File: src/rtl/xcap_pkg.sv
package xcap_pkg;
   localparam int PINF_W       = 4;
   localparam int MODE_EXT_BIT = 0;
   localparam int DIV_RISE_BIT = 4;
   localparam int DIV_FALL_BIT = 5;

   typedef struct packed {
      logic              ext;
      logic [PINF_W-1:0] pin_f;
      logic              rise;
      logic              fall;
      logic [7:0]        div;
      logic [15:0]       mask;
   } cfg_t;

   localparam cfg_t CFG_RESET = '{ext: 1'b0, pin_f: '0, rise: 1'b0,
                                  fall: 1'b0, div: 8'd0, mask: 16'd0};

   typedef enum logic [1:0] {SLOT_MODE, SLOT_DIV, SLOT_MHI, SLOT_MLO} slot_e;
endpackage

File: src/rtl/xcap_cfg_loader.sv
module xcap_cfg_loader
   import xcap_pkg::*;
(
   input  logic       clk,
   input  logic       rst_n,
   input  logic       cfg_valid,
   input  logic [7:0] cfg_byte,
   output cfg_t       act,
   output logic       commit
);
   slot_e      slot;
   logic       sh_ext;
   logic [7:0] sh_div;
   logic [7:0] sh_mhi;

   assign commit = cfg_valid && (slot == SLOT_MLO);

   always_ff @(posedge clk) begin
      if (!rst_n) begin
         slot   <= SLOT_MODE;
         sh_ext <= 1'b0;
         sh_div <= 8'd0;
         sh_mhi <= 8'd0;
         act    <= CFG_RESET;
      end else if (cfg_valid) begin
         unique case (slot)
            SLOT_MODE: begin
               sh_ext <= cfg_byte[MODE_EXT_BIT];
               slot   <= SLOT_DIV;
            end
            SLOT_DIV: begin
               sh_div <= cfg_byte;
               slot   <= SLOT_MHI;
            end
            SLOT_MHI: begin
               sh_mhi <= cfg_byte;
               slot   <= SLOT_MLO;
            end
            SLOT_MLO: begin
               act <= '{ext:   sh_ext,
                        pin_f: sh_div[PINF_W-1:0],
                        rise:  sh_div[DIV_RISE_BIT],
                        fall:  sh_div[DIV_FALL_BIT],
                        div:   sh_div,
                        mask:  {sh_mhi, cfg_byte}};
               slot <= SLOT_MODE;
            end
         endcase
      end
   end
endmodule

File: src/rtl/xcap_pin_sync.sv
module xcap_pin_sync #(
   parameter int NCH = 16
) (
   input  logic           clk,
   input  logic           rst_n,
   input  logic [NCH-1:0] pins,
   output logic [NCH-1:0] s_new,
   output logic [NCH-1:0] s_old
);
   for (genvar g = 0; g < NCH; g++) begin : g_ch
      logic [2:0] stg;
      always_ff @(posedge clk) begin
         if (!rst_n) stg <= 3'b000;
         else        stg <= {stg[1:0], pins[g]};
      end
      assign s_new[g] = stg[1];
      assign s_old[g] = stg[2];
   end
endmodule

File: src/rtl/xcap_sample_ctl.sv
module xcap_sample_ctl
   import xcap_pkg::*;
#(
   parameter int NCH = 16
) (
   input  logic              clk,
   input  logic              rst_n,
   input  logic              ext,
   input  logic [PINF_W-1:0] pin_f,
   input  logic              rise,
   input  logic              fall,
   input  logic [7:0]        div,
   input  logic              commit,
   input  logic [NCH-1:0]    s_new,
   input  logic [NCH-1:0]    s_old,
   output logic              take
);
   localparam int PSEL_W = $clog2(NCH);

   logic [PINF_W-1:0] pin_m1;
   logic [PSEL_W-1:0] sel;
   logic [7:0]        dcnt;
   logic              hit, rise_ev, fall_ev;

   assign pin_m1  = pin_f - PINF_W'(1);
   assign sel     = pin_m1[PSEL_W-1:0];
   assign rise_ev = s_new[sel] & ~s_old[sel];
   assign fall_ev = ~s_new[sel] & s_old[sel];
   assign hit     = (dcnt == div);
   assign take    = ext ? ((rise & rise_ev) | (fall & fall_ev)) : hit;

   always_ff @(posedge clk) begin
      if (!rst_n)              dcnt <= 8'd0;
      else if (commit || hit)  dcnt <= 8'd0;
      else                     dcnt <= dcnt + 8'd1;
   end
endmodule

File: src/rtl/xcap_stamp.sv
module xcap_stamp #(
   parameter int TS_W = 16
) (
   input  logic            clk,
   input  logic            rst_n,
   input  logic            take,
   output logic [TS_W-1:0] ts,
   output logic            mark_next
);
   logic seen;
   logic at_top;

   assign at_top    = (ts == {TS_W{1'b1}});
   assign mark_next = at_top && !seen && !take;

   always_ff @(posedge clk) begin
      if (!rst_n) begin
         ts   <= '0;
         seen <= 1'b0;
      end else begin
         ts <= ts + TS_W'(1);
         if (at_top)    seen <= 1'b0;
         else if (take) seen <= 1'b1;
      end
   end
endmodule

File: src/rtl/xcap_front.sv
module xcap_front
   import xcap_pkg::*;
#(
   parameter int NCH  = 16,
   parameter int TS_W = 16
) (
   input  logic            clk,
   input  logic            rst_n,
   input  logic            cfg_valid,
   input  logic [7:0]      cfg_byte,
   input  logic [NCH-1:0]  pins,
   output logic            smp_valid,
   output logic [NCH-1:0]  smp_data,
   output logic [TS_W-1:0] smp_ts,
   output logic            smp_mark
);
   if (NCH < 2 || NCH > 16 || (NCH & (NCH - 1)) != 0) begin : g_bad_nch
      $fatal(1, "NCH must be a power of two between 2 and 16");
   end
   if (TS_W < 8 || TS_W > 32) begin : g_bad_tsw
      $fatal(1, "TS_W must lie between 8 and 32");
   end

   cfg_t            act_cfg;
   logic            commit;
   logic [NCH-1:0]  s_new, s_old;
   logic            take;
   logic [TS_W-1:0] ts_now;
   logic            mark_next;

   xcap_cfg_loader u_cfg (
      .clk(clk), .rst_n(rst_n), .cfg_valid(cfg_valid), .cfg_byte(cfg_byte),
      .act(act_cfg), .commit(commit)
   );

   xcap_pin_sync #(.NCH(NCH)) u_sync (
      .clk(clk), .rst_n(rst_n), .pins(pins), .s_new(s_new), .s_old(s_old)
   );

   xcap_sample_ctl #(.NCH(NCH)) u_ctl (
      .clk(clk), .rst_n(rst_n), .ext(act_cfg.ext), .pin_f(act_cfg.pin_f),
      .rise(act_cfg.rise), .fall(act_cfg.fall), .div(act_cfg.div),
      .commit(commit), .s_new(s_new), .s_old(s_old), .take(take)
   );

   xcap_stamp #(.TS_W(TS_W)) u_stamp (
      .clk(clk), .rst_n(rst_n), .take(take), .ts(ts_now), .mark_next(mark_next)
   );

   always_ff @(posedge clk) begin
      if (!rst_n) begin
         smp_valid <= 1'b0;
         smp_data  <= '0;
         smp_ts    <= '0;
         smp_mark  <= 1'b0;
      end else begin
         smp_valid <= take;
         smp_data  <= s_new & ~act_cfg.mask[NCH-1:0];
         smp_ts    <= ts_now;
         smp_mark  <= mark_next;
      end
   end
endmodule

File: config.mk
export PLATFORM = sky130hd
export DESIGN_NAME = xcap_front
export DESIGN_NICKNAME = d
export VERILOG_FILES = /design/src/rtl/xcap_pkg.sv /design/src/rtl/xcap_cfg_loader.sv /design/src/rtl/xcap_pin_sync.sv /design/src/rtl/xcap_sample_ctl.sv /design/src/rtl/xcap_stamp.sv /design/src/rtl/xcap_front.sv
export SDC_FILE = /design/constraint.sdc
export NUM_CORES = 1
export LEC_CHECK = 0
export ABC_AREA = 0
export BUFFER_PORTS_ARGS = -buffer_cell sky130_fd_sc_hd__clkbuf_2
export CAP_MARGIN = 25
export CORE_ASPECT_RATIO = 0.9
export CORE_MARGIN = 2
export CORE_UTILIZATION = 50
export DETAILED_ROUTE_END_ITERATION = 10
export PLACE_DENSITY = 0.7
export REMOVE_ABC_BUFFERS = 1
export SLEW_MARGIN = 20
export SYNTH_ARGS = -nofsm -noshare
export SYNTH_HDL_FRONTEND = slang
export SYNTH_SLANG_ARGS = --single-unit
File: constraint.sdc
create_clock -name clk -period 3.51 [get_ports clk]
set_clock_uncertainty 0.15 [all_clocks]
set_input_delay 0.702 -clock clk [delete_from_list [all_inputs] [get_ports clk]]
set_output_delay 0.702 -clock clk [all_outputs]
set_load 0.02 [all_outputs]
== Yosys cells after proc, flatten, opt, wreduce, memory -nomap -nowiden ==
Cells that the tools add are included.
W data, S select, Z words.

* $mul: 0
* Shifts and indexed selects: 0
* $add $sub $neg: 3
* Divide/modulo/power cells: 0
* Eq/ne operators: 5
* Muxes and demuxes: 6
* Order comparisons: 1
* Bitwise operators: 10
* Reduce and logical (&&, ||, !) cells: 13

{| class="wikitable"
|+ Operators with widths
! operator !! number
|-
| $add A16 B1 Y16 const B || 1
|-
| $and A16 B16 Y16 || 1
|-
| $eq A16 B16 Y1 const B || 1
|-
| $not A16 Y16 || 1
|-
| $add A8 B1 Y8 const B || 1
|-
| $bmux W1 S4 || 2
|-
| $eq A8 B8 Y1 || 1
|-
| $pmux W2 S4 || 1
|-
| $reduce_and A2 Y1 || 4
|-
| $lt A4 B5 Y1 const B || 1
|-
| $and A1 B1 Y1 || 4
|-
| $eq A2 B2 Y1 const B || 2
|-
| $reduce_or A2 Y1 || 2
|-
| $sub A4 B1 Y4 const B || 1
|-
| $logic_and A1 B1 Y1 || 3
|-
| $mux W1 || 3
|-
| $not A1 Y1 || 3
|-
| $eq A2 B1 Y1 const B || 1
|-
| $logic_not A1 Y1 || 2
|-
| $logic_not A2 Y1 || 1
|-
| $logic_or A1 B1 Y1 || 1
|-
| $or A1 B1 Y1 || 1
|}

* Bits of input ports: 27
* ROM bits: 0
* Latch bits: 0
* Memories: 0
* Flip-flop bits (word level): 157
* RAM bits: 0
* Output and inout bits: 34
* Logic and storage cells: 71

== Logic depth before layout (Yosys ltp) ==
Gate-level depths: netlist of run 1.

* Depth after elaboration: 10
* Mapped depth: 9
* Gate-level depth less buffers: 7

== Hierarchy ==
A second synthesis of run 1 with hierarchy kept.

* Cell total of the unflattened synthesis: 534
* Area total of the unflattened synthesis: 5821.8 um2

{| class="wikitable"
|+ Modules (own cells, without submodules)
! module !! seq. area each (um2) !! cells an instance !! area each (um2) !! times used
|-
| xcap_cfg_loader || 880.8 || 167 || 1746.7 || 1
|-
| xcap_pin_sync || 960.9 || 133 || 1571.5 || 1
|-
| xcap_front || 680.7 || 71 || 965.9 || 1
|-
| xcap_sample_ctl || 160.2 || 80 || 772.0 || 1
|-
| xcap_stamp || 340.3 || 83 || 765.7 || 1
|}

== Least setup slack after synthesis of run 1 ==
Ideal clock, no wire load.

* Path kind: register to register
* From: reg u_cfg.act[16] (netlist bit)
* To: reg smp_mark
* Library setup time: 0.118 ns
* Data arrival time: 2.415 ns
* Stages on the path, launching flop included: 9
* Setup slack: 0.828 ns
* Data required time: 3.242 ns
* Period minus slack after synthesis: 2.682 ns
* Path buffers: 2
* Path through: dfxtp_1 > buf_6 > inv_1 > ha_1 > buf_1 > mux4_2 > mux4_2 > mux2_4 > o2111a_1

* Cells in the longest elaborated chain, start to end: 4

{| class="wikitable"
|+ Ends and longest elaborated chain
! element !! line !! RTL
|-
| start: declaration || xcap_cfg_loader.sv:8 || <nowiki>output cfg_t act,</nowiki>
|-
| start signal: assignment || xcap_cfg_loader.sv:40 || <nowiki>act <= '{ext: sh_ext,</nowiki>
|-
| $eq A8 B8 Y1 || xcap_sample_ctl.sv:29 || <nowiki>assign hit = (dcnt == div);</nowiki>
|-
| $mux W1 || xcap_sample_ctl.sv:30 || <nowiki>assign take = ext ? ((rise & rise_ev) | (fall & fall_ev)) : hit;</nowiki>
|-
| $logic_not A1 Y1 || xcap_stamp.sv:14 || <nowiki>assign mark_next = at_top && !seen && !take;</nowiki>
|-
| $logic_and A1 B1 Y1 || xcap_stamp.sv:14 ||
|-
| end signal: assignment || xcap_front.sv:60 || <nowiki>smp_mark <= mark_next;</nowiki>
|-
| end: declaration || xcap_front.sv:15 || <nowiki>output logic smp_mark</nowiki>
|}

Every way passes these cells.
A chain may end at the register's enable or synchronous reset.

== Worst setup path in the final report of run 1 ==
Ends and elaborated chain as after synthesis.

==> qor.yml, run 1 <==
overflow: 0
clk_latency_ps: 430
muxShareOfSynthArea: 0.0516
post_drt_via_cell_ratio: 5.11
clockBufferDepth: 2
critical_path_arrival_ps: 2900
path_class: "reg2reg"
yosysUniqueCellTypes: 32
core_sq_mm: 0.0102
wl_per_cell_um: 14.5
antenna_found_initial: 0
reg2reg_slack_ps: 770
post_cts_buffers: 0
synth-adder-area-share: 0.0191
r2r_cells: 8
ant_nets: 0
syn_area_per_cell_sq_um: 9.97
diodes: 0
final.min_clock_period_ps: 2740
tightest_slew_ps: 906
gp_congestion: 0.831
yosys.area_share.simple: 0.224
ys_seq_area_frac: 0.577
synthXorXnorAreaFrac: 0.0418
startpoint: "u_cfg.act[16]$_SDFFE_PN0P_"
clock-root-buffer: "clkbuf_16"
grt_setup_unrepaired: "false"
p_per_area_mw_per_mm2: 601
die_width_um: 112
synth_seq_cells: 151
final_max_slew_viol_count: 0
ys.flop_type: "dfxtp_1"
initial_core_util: 0.513
ys_warn_count: 0
path_max_fanout: 12
netlist_instances: 525
ir_worst_vdd_uv: 452
first_global_vias: 3452
nets: 618
post-dp-hpwl_mm: 6.99
io_pins: 61
relSlewSlack: 0.396
synth_commonest_cells: "151 x dfxtp_1, 79 x nand2_1, 68 x and2_1, 49 x a21oi_1, 32 x nand3_1"
std_cell_rows: 35
finalSetupTns_ps: 0
cts.sinks: 151
io_buffers: 60
syn_to_final_growth_pct: 18.9
fmax_ghz: 0.365
crit_end: "smp_mark$_SDFF_PN0_"
synth_top_area_frac: 0.577
synth_area_leader_cell: "dfxtp_1"
hold_path_class: "reg2reg"
grt_max_degree: 70
cts_htree_levels: 4
path_clk_slew_ps: 60
layout-drive-gt1-share: 0.169
ctsResizeCount: 0
status: "finished clean"
r2r_end: "smp_mark$_SDFF_PN0_"
critPathLaunchType: "flop"
drt_iter0_markers: 227
drv_cap: 0
synth_compound_area_frac: 0.0605
r2r-start: "u_cfg.act[16]$_SDFFE_PN0P_"
drt_wl_total_mm: 10.5
grt_pass1_wl_mm: 17.0
critPathCaptureType: "flop"
dieArea_sq_mm: 0.0113
post-route-period-util: 0.781
die_h_um: 101
cts_tree: "built"
netlist_area_sq_mm: 0.00524
ctsHoldBuffers: 0
synth.most_common_cell: "dfxtp_1"
via_count: 3703
synth.top_cells.by_area: "dfxtp_1 58%, and2_1 8.1%, nand2_1 5.7%"
drc: 0
grtUsageTotal: 0.195
async_reset_ff_frac: 0
dr.pass1.iters: 5
finalHoldViolCount: 0
p_leak_nw: 2.56
seq_area_sq_mm: 0.00302
synth_top_family_by_area: "simple AND/OR/NAND/NOR gates"
fillers: 870
multiInputGateArea_sq_mm: 0.00208
setup-violations-final: 0
cts_buffers: 17
total_power_mw: 3.74
required_ps: 3670
synth_edf_count: 0
-- critical path: stages, from the launching register on --
cell      delay (ps)
dfxtp_1          300
buf_4            200
inv_1             60
ha_1             450
mux4_1           580
mux2i_1          210
a22oi_1          140
mux2_4           300
o2111a_1         230
-- final cells by class --
class,instances,area share
Multi-Input combinational cell,340,0.334
Sequential cell,151,0.486
Tap cell,129,0.0259
Clock inverter,14,0.0255
Timing Repair Buffer,64,0.0531
Inverter,9,0.00543
Clock buffer,18,0.0706
-- cells in the final DEF (no fill, tap or decap), types with 3 or more instances in the layout --
master     synthesis  layout
nor3_1             3       3
ha_1               8       8
clkinv_2           0       3
nand2_1           79      79
nor2_1            21      21
mux2i_1            3       3
inv_1              8       8
mux4_2             3       3
a21oi_1           49      49
mux4_1             6       6
clkbuf_16          0      17
and2_1            68      68
clkbuf_2           0      60
nand3_1           32      32
o21ai_0            6       6
dfxtp_1          151     151
and3_1             3       3
inv_6              0       6
xor2_1            18      18
buf_4              0       4
nor2b_1           17      17
or3_1              5       5
xnor2_1            7       7
-- routing by layer --
layer  wire, um  GRT usage
met1       4790      0.264
met2       4780      0.284
met3        663     0.0613
met4        249     0.0959
met5          0          0
-- where the power goes --
group	switching, mW	total [mW]	leakage [nW]	internal, mW
combinational	0.0804	0.133	1.03	0.0522
sequential	0.0219	1.78	1.23	1.76
clock	0.741	1.83	0.300	1.09
-- cells by family (layout without fill, tap and decap cells) --
group	count (synthesis)	in the layout
adders and majority gates	8	8
and+or+nand+nor	234	234
buffers and inverters	34	105
muxes	13	13
DFF	151	151
AOI/OAI and AO/OA	60	60
xor gates and xnor gates	25	25
-- how the worst min path moves through the flow --
stage	from	endpoint	slack, ps	cells past startpoint
finish	u_cfg.act[2]$_SDFFE_PN0P_	smp_data[2]$_SDFF_PN0_	270	1
global route	u_cfg.act[11]$_SDFFE_PN0P_	smp_data[11]$_SDFF_PN0_	280	1
CTS	u_cfg.act[11]$_SDFFE_PN0P_	smp_data[11]$_SDFF_PN0_	260	1
detailed placement	u_cfg.act[10]$_SDFFE_PN0P_	smp_data[10]$_SDFF_PN0_	260	1
global placement	u_cfg.act[7]$_SDFFE_PN0P_	smp_data[7]$_SDFF_PN0_	250	1
floorplan	u_cfg.act[0]$_SDFFE_PN0P_	smp_data[0]$_SDFF_PN0_	240	1
-- stage by stage --
step	setup slack (ps)	cells	util	cell area [sq um]	hold WS, ps
after floorplan	845	500	-	5130	242
after global placement	879	693	0.551	5630	249
after detailed placement	789	693	0.551	5630	259
after CTS	770	725	0.610	6220	265
after global routing	626	725	0.610	6220	280
final	767	725	0.610	6220	266
-- flip-flops by register name, summed over array words and instances (netlist names) --
name             cells
smp_ts              16
smp_valid            1
u_sync.g_ch.stg     48
u_cfg.act           25
u_stamp.ts          16
smp_mark             1
u_stamp.seen         1
u_cfg.sh_div         8
u_ctl.dcnt           8
u_cfg.sh_mhi         8
smp_data            16
u_cfg.slot           2
u_cfg.sh_ext         1
Note: power is estimated with default switching activity, not from simulation.
==> inputs of run 2 (changes only) <==
--- a/config.mk
+++ b/config.mk
@@ -12,7 +12,7 @@
 export CORE_MARGIN = 2
 export CORE_UTILIZATION = 50
 export DETAILED_ROUTE_END_ITERATION = 10
-export PLACE_DENSITY = 0.7
+export PLACE_DENSITY = 0.73
 export REMOVE_ABC_BUFFERS = 1
 export SLEW_MARGIN = 20
 export SYNTH_ARGS = -nofsm -noshare
==> constraint.sdc (replaced) <==
create_clock -name clk -period 2.2 [get_ports clk]
set_clock_uncertainty 0.15 [all_clocks]
set_input_delay 0.44 -clock clk [delete_from_list [all_inputs] [get_ports clk]]
set_output_delay 0.44 -clock clk [all_outputs]
set_load 0.02 [all_outputs]
==> run 2 against run 1 <==
The flow now finishes with violations (setup timing); clock-buffer cell count is the same; wire length increased by 1.4%; via count up 1.2%; die area unchanged; design area rose by 2.4%.
==> qor.yml, run 2 (same netlist as run 1, synthesis figures left out) <==
setup-violations-final: 3  # +3
p_sw_frac: 0.239  # +0.0134
cts.sinks: 151  # unchanged
overflow: 0  # unchanged
path_cells: "buf_6, mux4_1, mux4_2, mux2_4, o2111a_1"
gp_congestion: 0.886  # +6.7%
grt_setup_unrepaired: "true"
drt_wl_total_mm: 10.6  # +1.4%
seqPwrFrac: 0.488  # +0.012
diodes: 0  # unchanged
hold_path_class: "in2reg"
critPathLaunchType: "flop"
dr.pass1.iters: 4  # -1
critical_path_arrival_ps: 2510  # -390 ps
pre_cts_slack_ps: -338  # -1130 ps
nets: 634  # +2.6%
clk_latency_ps: 420  # about the same
largest_register_ffs: 48  # unchanged
reg2reg_slack_ps: -150  # -920 ps
critPathCaptureType: "flop"
dpl_cell_area_sq_mm: 0.00571  # +1.6%
syn_to_final_growth_pct: 21.7
final_max_slew_viol_count: 0  # unchanged
cts_htree_levels: 4  # unchanged
status: "finished, violations left"
antenna_found_initial: 0  # unchanged
grt_max_degree: 46  # -34%
grtUsageTotal: 0.198  # +0.00244
cts_tree: "built"
post-route-period-util: 1.07  # +0.288
grt_pass1_wl_mm: 17.4  # +2.1%
path_buf_inv: 1  # -1
post-dp-hpwl_mm: 7.28  # +4.2%
critPathMaxStageDelay_ps: 540  # -40 ps
std_cell_rows: 35  # unchanged
path_class: "reg2reg"
worst_slack_ps: -152  # -919 ps
die_width_um: 112  # unchanged
p_per_area_mw_per_mm2: 911  # +52%
path_clk_slew_ps: 70  # about the same
drt_iter0_markers: 259  # +14%
dieArea_sq_mm: 0.0113  # unchanged
final.min_clock_period_ps: 2350  # -391 ps
path_max_fanout: 5  # -7
tightest_slew_ps: 395  # -511 ps
p_leak_nw: 2.63  # +2.6%
clockBufferDepth: 2  # unchanged
critPathSlowestCell: "mux4_1"
wl_per_cell_um: 14.4  # -0.78%
p_int_mw: 4.42  # +53%
cts_buffers: 17  # unchanged
finalHoldViolCount: 0  # unchanged
layout-drive-gt1-share: 0.209  # +0.0397
via_count: 3749  # +1.2%
ant_nets: 0  # unchanged
ctsHoldBuffers: 0  # unchanged
comb_power_share: 0.038  # +0.003
ir_worst_vdd_uv: 532  # +18%
critPathTopFamily: "multiplexers"
final_cell_mix: "149 x dfxtp_1, 79 x nand2_1, 68 x and2_1"
post_drt_via_cell_ratio: 5.06  # -0.94%
clock-root-buffer: "clkbuf_16"
design_area_sq_mm: 0.00637  # +2.4%
final_common_cell: "dfxtp_1"
first_global_vias: 3533  # +2.3%
required_ps: 2360  # -1310 ps
drc: 0  # unchanged
die_h_um: 101  # unchanged
clockPowerShare: 0.473  # -0.016
largest-register: "u_sync.g_ch.stg"
p_sw_mw: 1.39  # +64%
io_buffers: 60  # unchanged
fmax_ghz: 0.425  # +17%
initial_core_util: 0.513  # unchanged
io_pins: 61  # unchanged
top_regs: "u_sync.g_ch.stg: 48 flops, u_cfg.act: 25 flops"
drv_cap: 0  # unchanged
violations: "setup timing"
relSlewSlack: 0.734  # +0.338
core_sq_mm: 0.0102  # unchanged
run 2: final timing paths:
path,startpoint,endpoint,cells after the start
max reg2reg,u_cfg.act[16]$_SDFFE_PN0P_,smp_mark$_SDFF_PN0_,5
min reg2reg,u_cfg.act[7]$_SDFFE_PN0P_,smp_data[7]$_SDFF_PN0_,1
min,pins[11],u_sync.g_ch[11].stg[0]$_SDFF_PN0_,2
max,u_cfg.act[16]$_SDFFE_PN0P_,smp_mark$_SDFF_PN0_,5
run 2: timing repair:
action,4_1_cts,5_1_grt
setup buffers,4,1
endpoints found under the setup margin,3,3
pin swaps,2,3
cloned,1,0
gates resized for setup,7,7
run 2: area by class of cell:
class,count,area (sq um)
Fill cell,826,3830
Sequential cell,151,3030
Multi-Input combinational cell,340,2120
Timing Repair Buffer,80,464
Clock buffer,18,439
Tap cell,129,161
Clock inverter,14,133
Inverter,9,33.8
run 2: stage by stage:
step	hold WS, ps	utilization	total power [mW]	TNS [ps]	instances
floorplan	242	-	3.01	-1130	500
global placement	249	0.560	3.11	-372	703
detailed placement	256	0.560	3.11	-809	703
CTS	60.9	0.620	5.85	-224	740
global route	61.6	0.625	6.02	-519	741
finish	73.3	0.625	5.80	-302	741
run 2: power by group through the flow:
stage	sequential [mW]	combinational, mW	clock (mW)
6_report	2.84	0.223	2.75
5_1_grt	2.84	0.249	2.93
4_1_cts	2.83	0.223	2.79
3_5_place_dp	2.90	0.219	0
3_3_place_gp	2.89	0.214	0
2_1_floorplan	2.90	0.105	0
run 2: layer usage:
metal | track usage | wire [um] | part of all wire
met5 | 0 | 0 | 0
met4 | 0.0779 | 141 | 0.013
met2 | 0.314 | 5100 | 0.48
met1 | 0.257 | 4860 | 0.46
met3 | 0.0571 | 537 | 0.050
==> inputs of run 3 (changes only) <==
--- a/config.mk
+++ b/config.mk
@@ -12,6 +12,7 @@
 export CORE_MARGIN = 2
 export CORE_UTILIZATION = 50
 export DETAILED_ROUTE_END_ITERATION = 10
+export MAX_ROUTING_LAYER = met4
 export PLACE_DENSITY = 0.73
 export REMOVE_ABC_BUFFERS = 1
 export SLEW_MARGIN = 20
==> run 3 against run 2 <==
Global-route usage up 0.61 points; sequential cell count unchanged; die area unchanged; first-iteration DRC count up 15%; the flow still finishes with violations (setup timing); sequential share of layout area up 0.084 points; non-clock buffer count down 1; sequential power about the same; critical path depth up 1; clock power about the same; wire length up 0.22%.
==> qor.yml, run 3 (same netlist as run 1, synthesis figures left out) <==
drt_iter0_markers: 299  # +15%
post_drt_via_cell_ratio: 5.10  # +0.72%
antenna_found_initial: 0  # unchanged
path_cells: "inv_2, ha_4, mux4_2, mux4_2, mux2_4, o2111a_1"
cts_htree_levels: 4  # unchanged
layout-drive-gt1-share: 0.206  # -0.00293
final.min_clock_period_ps: 2350  # +0.747 ps
p_int_mw: 4.42  # about the same
path_max_fanout: 7  # +2
p_sw_frac: 0.239  # -0.000305
finalSetupTns_ps: -262  # +39.7 ps
ir_worst_vdd_uv: 533  # about the same
finalHoldViolCount: 0  # unchanged
core_sq_mm: 0.0102  # unchanged
final_max_slew_viol_count: 0  # unchanged
critPathLaunchType: "flop"
fillers: 827  # +0.12%
largest-register: "u_sync.g_ch.stg"
p_per_area_mw_per_mm2: 912  # +0.13%
relSlewSlack: 0.736  # +0.00157
die_width_um: 112  # unchanged
p_sw_mw: 1.38  # -0.18%
path_buf_inv: 1  # unchanged
top_regs: "u_sync.g_ch.stg: 48 flops, u_cfg.act: 25 flops"
diodes: 0  # unchanged
io_buffers: 60  # unchanged
final_cell_mix: "149 x dfxtp_1, 79 x nand2_1, 68 x and2_1"
ant_nets: 0  # unchanged
status: "finished, violations left"
initial_core_util: 0.513  # unchanged
overflow: 0  # unchanged
ctsHoldBuffers: 0  # unchanged
gp_congestion: 0.901  # +1.7%
cts.sinks: 151  # unchanged
fmax_ghz: 0.425  # about the same
grtUsageTotal: 0.204  # +0.00608
nets: 633  # -0.16%
syn_to_final_growth_pct: 21.5
violations: "setup timing"
critPathTopFamily: "multiplexers"
dr.pass1.iters: 5  # +1
post-route-period-util: 1.07  # about the same
hold_path_class: "in2reg"
p_leak_nw: 2.63  # -0.16%
seqPwrFrac: 0.489  # about the same
required_ps: 2360  # about the same
worst_slack_ps: -153  # -0.747 ps
tightest_slew_ps: 393  # -2.34 ps
path_class: "reg2reg"
wl_per_cell_um: 14.4  # +0.35%
grt_max_degree: 46  # unchanged
path_clk_slew_ps: 70  # about the same
critPathSlowestCell: "mux4_2"
post-dp-hpwl_mm: 7.28  # unchanged
critPathMaxStageDelay_ps: 500  # -40 ps
clockPowerShare: 0.473  # about the same
critical_path_arrival_ps: 2510  # about the same
clockBufferDepth: 2  # unchanged
dieArea_sq_mm: 0.0113  # unchanged
clock-root-buffer: "clkbuf_16"
std_cell_rows: 35  # unchanged
drv_cap: 0  # unchanged
cpMostUsedCell: "mux4_2"
final_common_cell: "dfxtp_1"
total_power_mw: 5.80  # about the same
grt_setup_unrepaired: "true"
via_count: 3771  # +0.59%
cts_buffers: 17  # unchanged
cts_tree: "built"
first_global_vias: 3531  # -0.057%
comb_power_share: 0.038  # about the same
clk_latency_ps: 420  # about the same
io_pins: 61  # unchanged
setup-violations-final: 3  # unchanged
die_h_um: 101  # unchanged
grt_pass1_wl_mm: 17.4  # about the same
drc: 0  # unchanged
largest_register_ffs: 48  # unchanged
critPathCaptureType: "flop"
drt_wl_total_mm: 10.7  # +0.22%
## run 3: cell types whose count changed in the layout (fill, tap and decap cells not counted), sizes merged
| cell | previous run | this run |
|---|---|---|
| buf | 20 | 19 |
## run 3: power groups by stage
| stage | logic (mW) | clock network (mW) | registers, mW |
|---|---|---|---|
| after floorplan | 0.105 | 0 | 2.90 |
| after global placement | 0.214 | 0 | 2.89 |
| after detailed placement | 0.219 | 0 | 2.90 |
| after CTS | 0.223 | 2.79 | 2.83 |
| after global routing | 0.250 | 2.93 | 2.84 |
| final | 0.223 | 2.74 | 2.84 |
## run 3: area by class of cell
class / instances / area, sq um / area share
Sequential cell: 151 / 3030 / 0.476
Multi-Input combinational cell: 340 / 2110 / 0.332
Timing Repair Buffer: 79 / 457 / 0.0718
Clock buffer: 18 / 439 / 0.0690
Tap cell: 129 / 161 / 0.0254
Clock inverter: 14 / 133 / 0.0208
Inverter: 9 / 33.8 / 0.00531
## run 3: repair_timing
action,in CTS,in global routing
hold endpoints to repair,0,0
gates resized for setup,7,6
gates cloned,1,0
buffers inserted,4,0
pin swaps,2,2
endpoints found under the setup margin,3,3
## run 3: worst reg2reg max path: stages, from the launching register on
cell	delay, ps
dfxtp_2	360
inv_2	50
ha_4	310
mux4_2	300
mux4_2	500
mux2_4	340
o2111a_1	230
## run 3: stage by stage
stage / hold slack, ps / cells / setup WS, ps / utilization / instance area (sq um)
global route: 61.6 / 740 / -229 / 0.624 / 6360
floorplan: 242 / 500 / -465 / - / 5130
global placement: 249 / 703 / -209 / 0.560 / 5710
finish: 72.4 / 740 / -153 / 0.624 / 6360
detailed placement: 256 / 703 / -338 / 0.560 / 5710
CTS: 60.9 / 740 / -138 / 0.620 / 6330
## run 3: path summary, 6_finish.rpt
| path | startpoint | cells past startpoint | end | slack, ps |
|---|---|---|---|---|
| setup / recovery | u_cfg.act[16]$_SDFFE_PN0P_ | 6 | smp_mark$_SDFF_PN0_ | -150 |
| hold reg to reg | u_cfg.act[5]$_SDFFE_PN0P_ | 1 | smp_data[5]$_SDFF_PN0_ | 260 |
| setup reg to reg | u_cfg.act[16]$_SDFFE_PN0P_ | 6 | smp_mark$_SDFF_PN0_ | -150 |
| hold / removal | pins[11] | 2 | u_sync.g_ch[11].stg[0]$_SDFF_PN0_ | 70 |
## run 3: metal layers
metal  up-vias  GRT usage  routed length [um]
li1       1878          -                   -
met1      1794      0.258                4920
met2        78      0.314                5050
met3        21     0.0553                 507
met4         0     0.0779                 179
met5         -          -                   0
